### config.mk
export PLATFORM = sky130hd
export DESIGN_NAME = uart_ovs_tx
export DESIGN_NICKNAME = d
export VERILOG_FILES = /design/src/rtl/uart_ovs_tx_pkg.sv /design/src/rtl/uart_ovs_tx_fifo.sv /design/src/rtl/uart_ovs_tx_seq.sv /design/src/rtl/uart_ovs_tx_drv.sv /design/src/rtl/uart_ovs_tx.sv
export SDC_FILE = /design/constraint.sdc
export NUM_CORES = 1
export LEC_CHECK = 0
export ABC_AREA = 0
export BUFFER_PORTS_ARGS = -buffer_cell sky130_fd_sc_hd__buf_2
export CORE_MARGIN = 2
export CORE_UTILIZATION = 35
export DETAILED_ROUTE_END_ITERATION = 10
export GPL_TIMING_DRIVEN = 0
export MAX_ROUTING_LAYER = met4
export PLACE_DENSITY = 0.61
export SYNTH_ARGS = -nofsm -noshare
export SYNTH_HDL_FRONTEND = slang
export SYNTH_SLANG_ARGS = --single-unit
### constraint.sdc
create_clock -name clk_i -period 2.4 [get_ports clk_i]
set_input_delay 0.24 -clock clk_i [delete_from_list [all_inputs] [get_ports clk_i]]
set_output_delay 0.24 -clock clk_i [all_outputs]
set_load 0.02 [all_outputs]
### src/rtl/uart_ovs_tx_pkg.sv
package uart_ovs_tx_pkg;
  localparam int unsigned BYTE_W = 8;

  typedef enum logic [1:0] {
    ST_IDLE,
    ST_START,
    ST_DATA,
    ST_STOP
  } tx_state_e;
endpackage

### src/rtl/uart_ovs_tx_fifo.sv
module uart_ovs_tx_fifo #(
  parameter int unsigned WIDTH = 8,
  parameter int unsigned DEPTH = 8
) (
  input  logic             clk_i,
  input  logic             rst_ni,
  input  logic             wr_en_i,
  input  logic [WIDTH-1:0] wr_data_i,
  input  logic             rd_en_i,
  output logic [WIDTH-1:0] rd_data_o,
  output logic             full_o,
  output logic             empty_o
);
  localparam int unsigned PTR_W = (DEPTH > 1) ? $clog2(DEPTH) : 1;
  localparam int unsigned CNT_W = $clog2(DEPTH + 1);
  localparam logic [PTR_W-1:0] PTR_LAST = PTR_W'(DEPTH - 1);

  logic [WIDTH-1:0] mem_q [DEPTH];
  logic [PTR_W-1:0] wptr_q, rptr_q;
  logic [CNT_W-1:0] cnt_q;
  logic             push, pop;

  assign full_o    = (cnt_q == CNT_W'(DEPTH));
  assign empty_o   = (cnt_q == '0);
  assign push      = wr_en_i && !full_o;
  assign pop       = rd_en_i && !empty_o;
  assign rd_data_o = mem_q[rptr_q];

  always_ff @(posedge clk_i) begin
    if (push) mem_q[wptr_q] <= wr_data_i;
  end

  always_ff @(posedge clk_i or negedge rst_ni) begin
    if (!rst_ni) begin
      wptr_q <= '0;
      rptr_q <= '0;
      cnt_q  <= '0;
    end else begin
      if (push) wptr_q <= (wptr_q == PTR_LAST) ? '0 : wptr_q + 1'b1;
      if (pop)  rptr_q <= (rptr_q == PTR_LAST) ? '0 : rptr_q + 1'b1;
      case ({push, pop})
        2'b10:   cnt_q <= cnt_q + 1'b1;
        2'b01:   cnt_q <= cnt_q - 1'b1;
        default: cnt_q <= cnt_q;
      endcase
    end
  end
endmodule

### src/rtl/uart_ovs_tx_seq.sv
module uart_ovs_tx_seq
  import uart_ovs_tx_pkg::*;
#(
  parameter int unsigned TICKS_PER_BIT = 8,  // >= 2
  parameter int unsigned DATA_BITS     = BYTE_W
) (
  input  logic                 clk_i,
  input  logic                 rst_ni,
  input  logic                 tick_i,
  input  logic                 restart_i,
  input  logic                 avail_i,
  input  logic [DATA_BITS-1:0] data_i,
  output logic                 pop_o,
  output logic                 busy_o,
  output logic                 level_o
);
  localparam int unsigned TICK_W = $clog2(TICKS_PER_BIT);
  localparam int unsigned BIT_W  = (DATA_BITS > 1) ? $clog2(DATA_BITS) : 1;
  localparam logic [TICK_W-1:0] TICK_LAST = TICK_W'(TICKS_PER_BIT - 1);
  localparam logic [BIT_W-1:0]  BIT_LAST  = BIT_W'(DATA_BITS - 1);

  tx_state_e             state_q;
  logic [TICK_W-1:0]     tick_cnt_q;
  logic [BIT_W-1:0]      bit_cnt_q;
  logic [DATA_BITS-1:0]  shreg_q;
  logic                  bit_end;

  assign pop_o   = (state_q == ST_IDLE) && avail_i && !restart_i;
  assign busy_o  = (state_q != ST_IDLE);
  assign bit_end = tick_i && (tick_cnt_q == TICK_LAST);

  always_comb begin
    unique case (state_q)
      ST_START: level_o = 1'b0;
      ST_DATA:  level_o = shreg_q[0];
      default:  level_o = 1'b1;  // idle and stop rest high
    endcase
  end

  always_ff @(posedge clk_i or negedge rst_ni) begin
    if (!rst_ni) begin
      state_q    <= ST_IDLE;
      tick_cnt_q <= '0;
      bit_cnt_q  <= '0;
      shreg_q    <= '0;
    end else if (restart_i) begin
      state_q    <= ST_IDLE;
      tick_cnt_q <= '0;
      bit_cnt_q  <= '0;
    end else begin
      if (state_q == ST_IDLE) begin
        tick_cnt_q <= '0;
        bit_cnt_q  <= '0;
        if (avail_i) begin
          shreg_q <= data_i;
          state_q <= ST_START;
        end
      end else if (tick_i) begin
        tick_cnt_q <= bit_end ? '0 : tick_cnt_q + 1'b1;
      end

      if (bit_end) begin
        unique case (state_q)
          ST_START: state_q <= ST_DATA;
          ST_DATA: begin
            shreg_q <= shreg_q >> 1;
            if (bit_cnt_q == BIT_LAST) begin
              bit_cnt_q <= '0;
              state_q   <= ST_STOP;
            end else begin
              bit_cnt_q <= bit_cnt_q + 1'b1;
            end
          end
          ST_STOP: state_q <= ST_IDLE;
          default: state_q <= state_q;
        endcase
      end
    end
  end
endmodule

### src/rtl/uart_ovs_tx_drv.sv
module uart_ovs_tx_drv (
  input  logic level_i,
  input  logic od_mode_i,
  output logic line_o,
  output logic line_oe_o
);
  // open-drain: level steers the enable, driven value is always low
  assign line_o    = od_mode_i ? 1'b0 : level_i;
  assign line_oe_o = od_mode_i ? !level_i : 1'b1;
endmodule

### src/rtl/uart_ovs_tx.sv
module uart_ovs_tx
  import uart_ovs_tx_pkg::*;
#(
  parameter int unsigned DATA_W        = 32,
  parameter int unsigned FIFO_DEPTH    = 8,
  parameter int unsigned TICKS_PER_BIT = 8
) (
  input  logic              clk_i,
  input  logic              rst_ni,
  input  logic              tick_i,
  input  logic              restart_i,
  input  logic              od_mode_i,
  input  logic              wr_en_i,
  input  logic [DATA_W-1:0] wr_data_i,
  output logic              full_o,
  output logic              empty_o,
  output logic              busy_o,
  output logic              line_o,
  output logic              line_oe_o
);
  logic [BYTE_W-1:0] q_data;
  logic              pop, level;

  if (DATA_W > BYTE_W) begin : g_hi
    logic unused_hi;
    assign unused_hi = ^wr_data_i[DATA_W-1:BYTE_W];
  end

  uart_ovs_tx_fifo #(
    .WIDTH (BYTE_W),
    .DEPTH (FIFO_DEPTH)
  ) fifo_i (
    .clk_i     (clk_i),
    .rst_ni    (rst_ni),
    .wr_en_i   (wr_en_i),
    .wr_data_i (wr_data_i[BYTE_W-1:0]),
    .rd_en_i   (pop),
    .rd_data_o (q_data),
    .full_o    (full_o),
    .empty_o   (empty_o)
  );

  uart_ovs_tx_seq #(
    .TICKS_PER_BIT (TICKS_PER_BIT),
    .DATA_BITS     (BYTE_W)
  ) seq_i (
    .clk_i     (clk_i),
    .rst_ni    (rst_ni),
    .tick_i    (tick_i),
    .restart_i (restart_i),
    .avail_i   (!empty_o),
    .data_i    (q_data),
    .pop_o     (pop),
    .busy_o    (busy_o),
    .level_o   (level)
  );

  uart_ovs_tx_drv drv_i (
    .level_i   (level),
    .od_mode_i (od_mode_i),
    .line_o    (line_o),
    .line_oe_o (line_oe_o)
  );
endmodule

==> impl_metrics.py <==
metrics = {
    "routing": {
        "avgViaCountPerCell": 4.96,
        "drtIter0Drc": 108,
        "totalWireLength_um": 7070,
        "ant_nets": 0,
        "dr.pass1.iters": 4,
        "num_vias": 2050,
        "drc_errors": 0,
        "wire_per_inst_um": 17.1,
    },
    "setup_path": {
        "cp-end-kind": "flip-flop",
        "cp_max_fo": 8,
        "critPathSlowestCell": "dfrtp_1",
        "startpoint_type": "flip-flop",
        "crit_buf_inv": 2,
        "critPathMaxStageDelay_ps": 370,
        "crit_family": "simple AND/OR/NAND/NOR gates",
        "critPathKind": "flip-flop to flip-flop",
        "cp.required_ps": 2690,
        "critical_path_arrival_ps": 2540,
        "path_cells": "buf_2 -> nor4_4 -> or3_4 -> clkinv_4 -> ha_1 -> nor4bb_1 -> mux2i_1 -> a21oi_1 -> xor2_1",
    },
    "yosys": {
        "yosys.area.top_type_share_pct": 50.3,
        "ys_seq_elements": 90,
        "yosys_warnings": 0,
        "syn-num-nets": 283,
        "synth_cells": 234,
        "ys_top_cells_by_area": "edfxtp_1, dfrtp_1, mux4_2, ha_1, mux2i_1",
        "synth_ff_type": "edfxtp_1",
        "ys_types": 38,
        "seq_area_frac_synth_pct": 67.3,
        "synth_area_leader_cell": "edfxtp_1",
        "synth_top_family_by_area": "multiplexers",
        "synth_edf_count": 64,
        "synth_fa_ha_area_share_pct": 3.60,
        "async_flop_share_pct": 28.9,
        "synth_area_per_cell_sq_um": 16.3,
        "synth_compound_area_share_pct": 4.13,
        "synthMuxAreaShare_pct": 12.9,
        "synth_simple_gate_area_share_pct": 8.94,
        "synth_area_sq_um": 3820,
        "synth_xor_area_share_pct": 1.38,
    },
    "worst_hold_path": {
        "min_path_type": "primary input to flip-flop",
    },
    "timing": {
        "hold_slack_ps": 134,
        "drv_slew": 0,
        "fin_tns_setup_ps": 0,
        "slew_headroom_pct": 34.3,
        "max_freq_ghz": 0.444,
        "worst_pin_slew_ps": 983,
        "skew_ps": 13.1,
        "hold_viol_final": 0,
        "fin_crit_ps": 2250,
        "finalCritPeriodShare_pct": 93.8,
        "finalSetupViolCount": 0,
    },
    "floorplanning": {
        "dieArea_sq_um": 11800,
        "rows": 38,
        "fp.coreArea_sq_um": 10700,
        "initial_core_util_pct": 35.5,
        "die_w_um": 108,
        "io_pins": 43,
        "die_h_um": 108,
    },
    "cells_and_area": {
        "final_common_cell": "edfxtp_1",
        "mostFrequentLayoutCells": "edfxtp_1, dfrtp_1, buf_2",
        "area_growth_pct": 14.4,
        "antenna_cells": 0,
        "fin_util_pct": 40.7,
        "fin_nets": 317,
        "fill_cells": 999,
        "drive_gt1_share_pct": 27.8,
        "fin_area_sq_um": 4370,
    },
    "flow_run": {
        "maxCapViolCount": 0,
    },
    "power": {
        "power_switching_mw": 1.51,
        "internal_power_mw": 3.04,
        "seqPwrFrac_pct": 48.5,
        "combPwrFrac_pct": 29.3,
        "max-vdd-ir-drop_v": 0.000555,
        "sw_frac_of_total_pct": 33.1,
        "p_leak_nw": 1.60,
        "total_power_mw": 4.55,
        "clockPowerShare_pct": 22.1,
        "power_density_nw_per_um2": 1040,
    },
    "clock_network": {
        "cts_root_buf": "clkbuf_8",
        "numCtsBuffers": 9,
        "clk_pin_slew_worst_paths_ps": 100,
        "cts_buffer_depth": 2,
        "cts_tree": "done",
        "clk_latency_ps": 370,
        "htree_num_levels": 3,
        "cts.sinks": 90,
    },
    "placed_design": {
        "dp_hpwl_um": 4560,
        "place_area_sq_um": 4120,
        "globalplace.congestion": 0.690,
        "io_buffers": 17,
    },
    "outcome": {
        "outcome": "finished clean",
    },
    "grt": {
        "gr-total-overflow": 0,
        "grt_pass1_vias": 2040,
        "grt_max_degree": 27,
        "grt_usage_pct": 13.4,
        "grt_antenna_before_repair": 0,
        "grt_pass1_wl_um": 11000,
    },
}
[sequential cells by signal, indices dropped and copies added, names as in the netlist]
register / flops
seq_i.tick_cnt_q: 3
seq_i.bit_cnt_q: 3
fifo_i.rptr_q: 3
fifo_i.mem_q: 64
seq_i.state_q: 2
seq_i.shreg_q: 8
fifo_i.cnt_q: 4
fifo_i.wptr_q: 3
[power by group through the flow]
stage	Clock [mW]	Combinational (mW)	Sequential [mW]
after CTS	1.03	1.35	2.20
after global placement	0	1.29	2.21
after detailed placement	0	1.36	2.23
after global routing	1.10	1.48	2.24
final	1.01	1.34	2.21
after floorplan	0	1.01	2.17
[cell type report]
class	instances	area [sq um]	area share, %
inverter	3	16.3	0.372
clock buffer	9	124	2.83
multi-input combinational	133	1230	28.2
tap	140	175	4.01
timing repair buffer	23	133	3.03
buffer	8	48.8	1.12
clock inverter	7	67.6	1.55
sequential	90	2570	58.9
[metrics by stage]
step	setup slack (ps)	cells
after floorplan	35.7	234
after global placement	-602	391
after detailed placement	52.6	392
after CTS	19.1	409
after global routing	-16.8	413
final	150	413
[worst register-to-register path: stages, from the launching register on]
cell	delay (ps)
dfrtp_1	370
buf_2	170
nor4_4	300
or3_4	200
clkinv_4	90
ha_1	250
nor4bb_1	320
mux2i_1	120
a21oi_1	190
xor2_1	170
[path summary, 6_finish.rpt]
path,slack [ps],to,depth (start not counted),startpoint
setup reg to reg,150,fifo_i.cnt_q[3]$_DFFE_PN0P_,9,fifo_i.cnt_q[1]$_DFFE_PN0P_
setup / recovery,150,fifo_i.cnt_q[3]$_DFFE_PN0P_,9,fifo_i.cnt_q[1]$_DFFE_PN0P_
hold / removal,130,fifo_i.mem_q[1][3]$_DFFE_PP_,1,wr_data_i[3]
min in group asynchronous,400,fifo_i.wptr_q[0]$_DFFE_PN0P_,2,rst_ni
max in group asynchronous,1550,seq_i.state_q[0]$_DFFE_PN0P_,2,rst_ni
hold reg to reg,520,seq_i.shreg_q[7]$_DFFE_PN0N_,1,seq_i.shreg_q[7]$_DFFE_PN0N_
[logic make-up after synthesis]
family,count (synthesis)
xor+xnor,6
simple gates,64
fa+ha+maj,11
buf+inv,11
compound gates,22
flops,90
mux,30
[layer usage]
metal / vias up / global-route usage [%] / share of wire [%]
met5: - / - / 0
met4: 0 / 3.57 / 0.96
met3: 7 / 4.34 / 3.8
met2: 31 / 21.3 / 50
met1: 1037 / 16.5 / 45
li1: 975 / - / -
[cells in the mapped netlist (2+ instances only)]
cell type   n
mux2i_1    11
a221o_1     7
mux4_2     15
edfxtp_1   64
nor3_1     10
ha_1       11
nand3_1     4
nand2_1    14
nor2_4      3
nor4bb_1    2
buf_2       3
a21oi_1     8
mux2_1      3
nor2_1     18
nand2b_1    2
a31oi_1     2
buf_4       2
dfrtp_1    26
xor2_1      5
nor2b_1     5
clkbuf_1    2
[what timing repair did]
item / CTS / global route
hold buffers: 1 / 0
hold endpoints to repair: 26 / 0
setup buffers: 0 / 4
resized for setup: 0 / 5
setup endpoints to repair: 0 / 3
(Power assumes the default switching activity.)
